File: src/rtl/adc_rx_pkg.sv
package adc_rx_pkg;

    typedef enum logic [1:0] {
        FR_IDLE  = 2'd0,
        FR_HUNT  = 2'd1,
        FR_SHIFT = 2'd2,
        FR_CONV  = 2'd3
    } frame_state_t;

    typedef enum logic {
        PW_DOWN = 1'b0,
        PW_UP   = 1'b1
    } pwr_state_t;

    typedef enum logic [1:0] {
        PM_FULL_PD = 2'b00,
        PM_FAST_PD = 2'b01,
        PM_INT_CLK = 2'b10,
        PM_EXT_CLK = 2'b11
    } pwr_mode_t;

    // Body of the control word, the leading one already stripped
    typedef struct packed {
        logic [2:0] chan;
        logic       unipolar;
        logic       single_ended;
        pwr_mode_t  mode;
    } ctrl_body_t;

    localparam int BODY_BITS = $bits(ctrl_body_t);

    function automatic logic mode_sleeps(input pwr_mode_t m);
        return (m == PM_FULL_PD) || (m == PM_FAST_PD);
    endfunction

endpackage

File: src/rtl/adc_rx_sync.sv
module adc_rx_sync #(
    parameter int           WIDTH   = 3,
    parameter int           STAGES  = 2,
    parameter logic [WIDTH-1:0] RST_VAL = '0
) (
    input  logic             clk,
    input  logic             rst_n,
    input  logic [WIDTH-1:0] d,
    output logic [WIDTH-1:0] q
);
    logic [WIDTH-1:0] chain [STAGES];

    generate
        for (genvar s = 0; s < STAGES; s++) begin : g_stage
            if (s == 0) begin : g_first
                always_ff @(posedge clk or negedge rst_n) begin
                    if (!rst_n) chain[s] <= RST_VAL;
                    else        chain[s] <= d;
                end
            end else begin : g_next
                always_ff @(posedge clk or negedge rst_n) begin
                    if (!rst_n) chain[s] <= RST_VAL;
                    else        chain[s] <= chain[s-1];
                end
            end
        end
    endgenerate

    assign q = chain[STAGES-1];
endmodule

File: src/rtl/adc_rx_framer.sv
module adc_rx_framer
    import adc_rx_pkg::*;
#(
    parameter int NBITS     = BODY_BITS,
    parameter int CONV_CLKS = 15
) (
    input  logic             clk,
    input  logic             rst_n,
    input  logic             cs_low,
    input  logic             sclk_rise,
    input  logic             din,
    output logic [NBITS-1:0] body,
    output logic             word_done,
    output logic             conv_end
);
    localparam int BCW = $clog2(NBITS + 1);
    localparam int CCW = $clog2(CONV_CLKS + 1);
    localparam logic [BCW-1:0] BIT_LAST  = BCW'(NBITS - 1);
    localparam logic [CCW-1:0] CONV_LAST = CCW'(CONV_CLKS - 1);

    frame_state_t    state, nstate;
    logic [BCW-1:0]  bit_cnt;
    logic [CCW-1:0]  conv_cnt;
    logic            take;

    assign take = cs_low && sclk_rise;

    // Next-state logic
    always_comb begin
        nstate = state;
        unique case (state)
            FR_IDLE:  if (cs_low) nstate = FR_HUNT;
            FR_HUNT:  if (!cs_low) nstate = FR_IDLE;
                      else if (take && din) nstate = FR_SHIFT;
            FR_SHIFT: if (!cs_low) nstate = FR_IDLE;
                      else if (take && bit_cnt == BIT_LAST) nstate = FR_CONV;
            FR_CONV:  if (!cs_low) nstate = FR_IDLE;
                      else if (take && conv_cnt == CONV_LAST) nstate = FR_HUNT;
            default:  nstate = FR_IDLE;
        endcase
    end

    // State register
    always_ff @(posedge clk or negedge rst_n) begin
        if (!rst_n) state <= FR_IDLE;
        else        state <= nstate;
    end

    // Datapath and output pulses
    always_ff @(posedge clk or negedge rst_n) begin
        if (!rst_n) begin
            body      <= '0;
            bit_cnt   <= '0;
            conv_cnt  <= '0;
            word_done <= 1'b0;
            conv_end  <= 1'b0;
        end else begin
            word_done <= 1'b0;
            conv_end  <= 1'b0;
            unique case (state)
                FR_IDLE, FR_HUNT: begin
                    bit_cnt  <= '0;
                    conv_cnt <= '0;
                end
                FR_SHIFT: begin
                    if (take) begin
                        body    <= {body[NBITS-2:0], din};
                        bit_cnt <= bit_cnt + 1'b1;
                        if (bit_cnt == BIT_LAST) word_done <= 1'b1;
                    end
                    conv_cnt <= '0;
                end
                FR_CONV: begin
                    if (take) begin
                        conv_cnt <= conv_cnt + 1'b1;
                        if (conv_cnt == CONV_LAST) conv_end <= 1'b1;
                    end
                end
                default: ;
            endcase
        end
    end
endmodule

File: src/rtl/adc_rx_power.sv
module adc_rx_power
    import adc_rx_pkg::*;
(
    input  logic      clk,
    input  logic      rst_n,
    input  logic      cs_fall,
    input  logic      conv_end,
    input  pwr_mode_t mode,
    output logic      powered_up
);
    pwr_state_t state, nstate;

    always_comb begin
        nstate = state;
        unique case (state)
            PW_DOWN: if (cs_fall) nstate = PW_UP;
            PW_UP:   if (conv_end && mode_sleeps(mode)) nstate = PW_DOWN;
            default: nstate = PW_DOWN;
        endcase
    end

    always_ff @(posedge clk or negedge rst_n) begin
        if (!rst_n) state <= PW_DOWN;
        else        state <= nstate;
    end

    always_comb powered_up = (state == PW_UP);
endmodule

File: src/rtl/adc_ctrl_rx.sv
module adc_ctrl_rx
    import adc_rx_pkg::*;
#(
    parameter int SYNC_STAGES = 2,
    parameter int CONV_CLKS   = 15
) (
    input  logic       clk,
    input  logic       rst_n,
    input  logic       cs_n_in,
    input  logic       sclk_in,
    input  logic       din_in,
    output logic [2:0] chan_sel,
    output logic       unipolar,
    output logic       single_ended,
    output logic [1:0] pwr_mode,
    output logic       word_valid,
    output logic       conv_req,
    output logic       powered_up
);
    logic [2:0]       pins_s;
    logic             cs_n_s, sclk_s, din_s;
    logic             cs_n_d, sclk_d;
    logic             cs_low, cs_fall, sclk_rise;
    logic [BODY_BITS-1:0] body;
    logic             word_done, conv_end;
    ctrl_body_t       cw;
    pwr_mode_t        mode_q;

    adc_rx_sync #(.WIDTH(3), .STAGES(SYNC_STAGES), .RST_VAL(3'b100)) u_sync (
        .clk(clk), .rst_n(rst_n),
        .d({cs_n_in, sclk_in, din_in}),
        .q(pins_s)
    );
    assign {cs_n_s, sclk_s, din_s} = pins_s;

    always_ff @(posedge clk or negedge rst_n) begin
        if (!rst_n) begin
            cs_n_d <= 1'b1;
            sclk_d <= 1'b0;
        end else begin
            cs_n_d <= cs_n_s;
            sclk_d <= sclk_s;
        end
    end

    assign cs_low    = !cs_n_s;
    assign cs_fall   = cs_n_d && !cs_n_s;
    assign sclk_rise = sclk_s && !sclk_d;

    adc_rx_framer #(.NBITS(BODY_BITS), .CONV_CLKS(CONV_CLKS)) u_framer (
        .clk(clk), .rst_n(rst_n),
        .cs_low(cs_low), .sclk_rise(sclk_rise), .din(din_s),
        .body(body), .word_done(word_done), .conv_end(conv_end)
    );

    assign cw = ctrl_body_t'(body);

    // Decode registers, loaded once per complete word
    always_ff @(posedge clk or negedge rst_n) begin
        if (!rst_n) begin
            chan_sel     <= '0;
            unipolar     <= 1'b0;
            single_ended <= 1'b0;
            mode_q       <= PM_FULL_PD;
            word_valid   <= 1'b0;
            conv_req     <= 1'b0;
        end else begin
            word_valid <= word_done;
            conv_req   <= word_done;
            if (word_done) begin
                chan_sel     <= cw.chan;
                unipolar     <= cw.unipolar;
                single_ended <= cw.single_ended;
                mode_q       <= cw.mode;
            end
        end
    end

    assign pwr_mode = mode_q;

    adc_rx_power u_power (
        .clk(clk), .rst_n(rst_n),
        .cs_fall(cs_fall), .conv_end(conv_end),
        .mode(mode_q), .powered_up(powered_up)
    );
endmodule

File: config.mk
export PLATFORM = sky130hd
export DESIGN_NAME = adc_ctrl_rx
export DESIGN_NICKNAME = d
export VERILOG_FILES = /design/src/rtl/adc_rx_pkg.sv /design/src/rtl/adc_rx_sync.sv /design/src/rtl/adc_rx_framer.sv /design/src/rtl/adc_rx_power.sv /design/src/rtl/adc_ctrl_rx.sv
export SDC_FILE = /design/constraint.sdc
export NUM_CORES = 1
export LEC_CHECK = 0
export BUFFER_PORTS_ARGS = -buffer_cell sky130_fd_sc_hd__buf_4
export CORE_MARGIN = 10
export CORE_UTILIZATION = 56
export CTS_CLUSTER_DIAMETER = 50
export CTS_CLUSTER_SIZE = 25
export DETAILED_ROUTE_END_ITERATION = 16
export PLACE_DENSITY = 0.77
export SLEW_MARGIN = 30
export SYNTH_ARGS = -nofsm -noshare
export SYNTH_HDL_FRONTEND = slang
export SYNTH_SLANG_ARGS = --single-unit
File: constraint.sdc
create_clock -name clk -period 1.7 [get_ports clk]
set_input_delay 0.085 -clock clk [delete_from_list [all_inputs] [get_ports clk]]
set_output_delay 0.085 -clock clk [all_outputs]
set_load 0.005 [all_outputs]
==> Word-level counts from Yosys, hierarchy flattened <==
Index checks and enable logic that the tools add are counted.
{ "totals": {"register_bits": 35, "output_inout_bits": 10, "word_cells": 70} }
{ "op_classes": {"addsub": 2, "n_eq_ne": 12, "mux": 21, "n_bitwise": 1, "n_reduce_logical": 18} }
{ "op_table": {"columns": ["cell", "count"], "rows": [
  ["two-way mux 2 bit", 7],
  ["!= test 3 x 2 -> 1 bit (second input constant)", 3],
  ["two-way mux 1 bit", 8],
  ["case mux 2 bit (4 select lines)", 1],
  ["case mux 4 bit (2 select lines)", 1],
  ["logical AND 1 bit", 7],
  ["case mux 3 bit (2 select lines)", 1],
  ["adder 4 x 1 -> 4 bit (second input constant)", 1],
  ["== test 2 x 1 -> 1 bit (second input constant)", 2],
  ["== test 2 bit (second input constant)", 2],
  ["== test 4 bit (second input constant)", 1],
  ["logical NOT 2 bit", 2],
  ["two-way mux 4 bit", 1],
  ["!= test 2 x 1 -> 1 bit (second input constant)", 2],
  ["AND reduction 2 bit", 2],
  ["AND reduction 4 bit", 1],
  ["adder 3 x 1 -> 3 bit (second input constant)", 1],
  ["== test 3 bit (second input constant)", 1],
  ["two-way mux 3 bit", 1],
  ["OR reduction 3 bit", 1],
  ["logical NOT 1 bit", 2],
  ["!= test 2 bit (second input constant)", 1],
  ["case mux 1 bit (2 select lines)", 1],
  ["nonzero test 2 bit", 1],
  ["other kinds (3)", 3]
]} }

==> Depth between registers and ports, before layout <==
{ "depth": {"depth_word": 7, "mapped_depth": 5, "ltp_nobuf": 5} }

==> By module <==
From an unflattened synthesis, not the netlist that was laid out.
{ "unflattened": {"hier_cells": 103, "hier_area_um2": 1440.1} }
{ "modules_own_cells": {"columns": ["module", "instances", "cells_per_inst", "area_per_inst_um2"], "rows": [
  ["adc_rx_framer", 1, 69, 835.8],
  ["adc_ctrl_rx", 1, 22, 391.6],
  ["adc_rx_sync", 1, 9, 175.2],
  ["adc_rx_power", 1, 3, 37.5]
]} }

==> Least setup slack after synthesis <==
OpenSTA, ideal clock, no wires.
{ "synth_path": {"kind": "reg-to-reg", "startpoint": "register u_sync.chain, in the netlist u_sync.q[2]", "endpoint": "register u_framer.body[0]", "t_arrival_ns": 1.409, "t_required_ns": 1.575, "setup_slack_ns": 0.166, "path_stages_with_launch": 5, "path_buffers": 1, "path_cell_list": "dfstp_2 or3b_1 or2_1 buf_6 mux2_4"} }
{ "synth_via": {"elab_chain_cells": 3} }
{ "synth_rtl": {"columns": ["item", "line", "text"], "rows": [
  ["start, declared", "adc_rx_sync.sv:11", "logic [WIDTH-1:0] chain [STAGES];"],
  ["start signal, assigned by index", "adc_rx_sync.sv:23", "else chain[s] <= chain[s-1];"],
  ["logical NOT 1 bit", "adc_ctrl_rx.sv:46", "assign cs_low = !cs_n_s;"],
  ["logical AND 1 bit", "adc_rx_framer.sv:26", "assign take = cs_low && sclk_rise;"],
  ["AND reduction 2 bit (no source line)", null, null],
  ["end signal, assigned", "adc_rx_framer.sv:67", "body <= {body[NBITS-2:0], din};"],
  ["end, declared", "adc_rx_framer.sv:12", "output logic [NBITS-1:0] body,"]
]} }
Every way passes these cells.
A chain may end at the register's enable or synchronous reset.

==> Final worst setup path <==
{ "layout_path": {"startpoint": "register u_sync.chain, in the netlist u_sync.q[2]", "endpoint": "register u_framer.body[1]"} }
Same word-level chain as after synthesis.

==> metrics <==
run status complete, no violations; clock-pin slew reported for the worst setup and hold paths after clock tree synthesis 0.10 ns; layout cells sized above 1 about a third; final setup vio count 0; maximum fanout along the worst path 9; startpoint of the worst-slack reg-to-reg timing path u_sync.q[2]; EDFF count, synth 0; ant diodes 0; I/O pin cnt 15; area enclosed by the die boundary 4870 µm²; global-route wire length before repair 4080 µm; Chip Width 69.8 µm; final worst clock skew approximately 0.0054 ns; number of buffers inserted by post-CTS setup repair 0; number of iterations in the first detailed-routing pass 2; synthesized instance count a little over 100; total power draw approximately 1400 µW; global routing usage on met3 3.99%; Site Rows 17; worst setup slack for register-to-register paths roughly 0.15 ns; Critical Path Source Type flip-flop; Iteration-0 DRC Markers 33; number of library cell types mapped by synthesis 31; required time at the worst-slack endpoint 1.93 ns; worst path arrival time 1.78 ns; leakage power ~0.00078 µW; Wirelength per Cell approximately 15 µm; last weighted congestion value of the routability-driven placer between 0.8 and 0.9; capture instance of the worst register-to-register path u_framer.body[1]; TritonCTS sink count 35; latest clock arrival within the worst-skew pair between 0.3 and 0.4 ns; kind of path behind the tightest hold check primary input to asynchronous set/reset pin; HPWL after detailed placement 1620 µm; post-route minimum period 1.55 ns; Chip Height 69.8 µm; post-route setup slack 0.151 ns; number of antenna violations at the first check in global routing 0; final count of hold timing violations 0; accumulated negative setup slack 0 ns; overall track demand over capacity in global routing a little over a tenth; signed area change from the synthesized netlist to the final layout 17.7%; top cells by area in the synthesized netlist sky130_fd_sc_hd__dfrtp_1 (58%), sky130_fd_sc_hd__mux2_4 (7.6%), sky130_fd_sc_hd__dfstp_2 (5.7%); register bit total from synthesis 35; fmax ~650 MHz; Routed Antenna Nets 0; number of buffers added by the clock tree synthesis step 5; Pins Over Slew Limit 0; average cell area after synthesis 13.5 µm²; count of yosys warnings during synthesis 0; proportion of register bits with asynchronous set or reset after synthesis 100%; dominant synthesized flop cell sky130_fd_sc_hd__dfrtp_1; Max Cap Violations 0; Clock Path Buffers 2; pin slew with the least headroom to its limit 0.426 ns; largest vdd supply drop 0.000569 V; via-per-instance ratio 5.29; via count 826; portion of netlist area occupied by mux cells between 10% and 20%; via count of the first global-routing pass 871; GR Util met1 12.4%; DP Worst Slack 0.0261 ns; complex-gate fraction of the synthesized area under 10%; path type of the worst setup path flip-flop to flip-flop; synthesized net count 112; core area roughly 2300 µm²; CTS tree built; total number of H-tree levels 2; PortBufs 14; Post-synth top cells sky130_fd_sc_hd__dfrtp_1 (32), sky130_fd_sc_hd__inv_1 (7), sky130_fd_sc_hd__mux2_4 (7); parity-gate share of the synthesized area counting xor and xnor cells less than 1%; sequential-to-total area share from yosys stat 63.3%; initial core utilization around three fifths; pin count of the biggest net entering global routing 36; Rel. slew slack 71.6%; met2 capacity usage during global routing 15.4%; share of synthesized cell area in full adder, half adder and majority cells under 10%; capturing element type of the critical path flip-flop; ratio of final minimum period to clock period 91.1%; main combinational cell family by area after synthesis multiplexers; most used standard cell by instance count after synthesis sky130_fd_sc_hd__dfrtp_1; GRT Residual Overflow 0; busiest layer in global routing met2; post-detailed-route DRC marker count 0; fin nets 136; top cell type's share of synthesized area 57.7%; Root Buffer Master sky130_fd_sc_hd__clkbuf_4; leading area contributor after synthesis sky130_fd_sc_hd__dfrtp_1; final standard cell utilization of the core a little under three quarters; cell area after synthesis 1390 µm²; cells on worst reg2reg path 3; total power per unit cell area slightly below 900 nW/µm²; simple-gate share of the synthesized area approximately 9%; wire length reported by the detailed router 2350 µm; setup repair after global routing missed its margin no
## sequential cells by signal (all words and copies together) (netlist names), 2 cells and up
name	flops
u_sync.chain	3
u_framer.state	2
chan_sel	3
u_sync.q	3
u_framer.bit_cnt	3
pwr_mode	2
u_framer.conv_cnt	4
u_framer.body	7
## per-layer routing
metal	share of wire (%)	vias to the layer above
li1	-	405
met1	46	398
met2	47	16
met3	4.3	7
met4	2.9	0
met5	0	-
## cells in the final DEF (no fill, tap or decap), drive strengths merged, types with 2 or more instances in the layout
cell type	instances
a21oi	6
buf	17
clkbuf	8
dfrtp	32
dfstp	3
dlygate4sd3	4
ha	4
inv	7
mux2	13
nand2	4
nand2b	3
nand3	2
nor2	2
o21ai	6
or3	3
## per-stage QoR
| step | hold WS, ns | cells | area, µm² |
|---|---|---|---|
| 2_1_floorplan | -0.211 | 103 | 1390 |
| 3_3_place_gp | 0.0483 | 144 | 1520 |
| 3_5_place_dp | 0.0545 | 144 | 1520 |
| 4_1_cts | 0.228 | 156 | 1630 |
| 5_1_grt | 0.233 | 156 | 1640 |
| 6_report | 0.221 | 156 | 1640 |
## power by group
| part | switching [µW] | total, µW | leakage (µW) | internal (µW) |
|---|---|---|---|---|
| Combinational | 30.9 | 57.9 | 0.000282 | 27.0 |
| Sequential | 10.7 | 861 | 0.000459 | 850 |
| Clock | 259 | 502 | 0.0000386 | 243 |
| Total | 300 | 1420 | 0.000780 | 1120 |
## cells by family after synthesis
logic type,Yosys count
buffers and inverters,11
AOI/OAI and AO/OA,17
DFF,35
adders and majority gates,4
xor gates and xnor gates,1
and+or+nand+nor,22
muxes,13
## critical path, stage by stage (launching register included)
cell                      delay [ns]
sky130_fd_sc_hd__dfstp_2        0.40
sky130_fd_sc_hd__or3b_1         0.39
sky130_fd_sc_hd__or2_4          0.34
sky130_fd_sc_hd__mux2_4         0.32
## worst max path at each step
stage | startpoint | to | slack [ns]
2_1_floorplan | u_sync.q[2] | u_framer.body[0] | 0.17
3_3_place_gp | u_sync.q[2] | u_framer.body[3] | 0.07
3_5_place_dp | u_sync.q[2] | u_framer.body[1] | 0.03
4_1_cts | u_sync.q[2] | u_framer.body[1] | 0.02
5_1_grt | sclk_d | u_framer.conv_cnt[3] | 0.09
6_report | u_sync.q[2] | u_framer.body[1] | 0.15
## area by class of cell
| type | count | area [µm²] |
|---|---|---|
| Sequential cell | 35 | 880 |
| Fill cell | 168 | 662 |
| Multi-Input combinational cell | 57 | 458 |
| Timing Repair Buffer | 21 | 168 |
| Clock buffer | 8 | 68.8 |
| Tap cell | 28 | 35.0 |
| Inverter | 7 | 26.3 |
## what timing repair did
| item | in CTS | in global routing |
|---|---|---|
| hold endpoints to repair | 35 | 0 |
| resized for setup | 1 | 1 |
| hold buffers | 4 | 0 |
| endpoints found under the setup margin | 1 | 5 |
| cloned | 0 | 0 |
No activity file was read; power rests on OpenSTA's default activity.
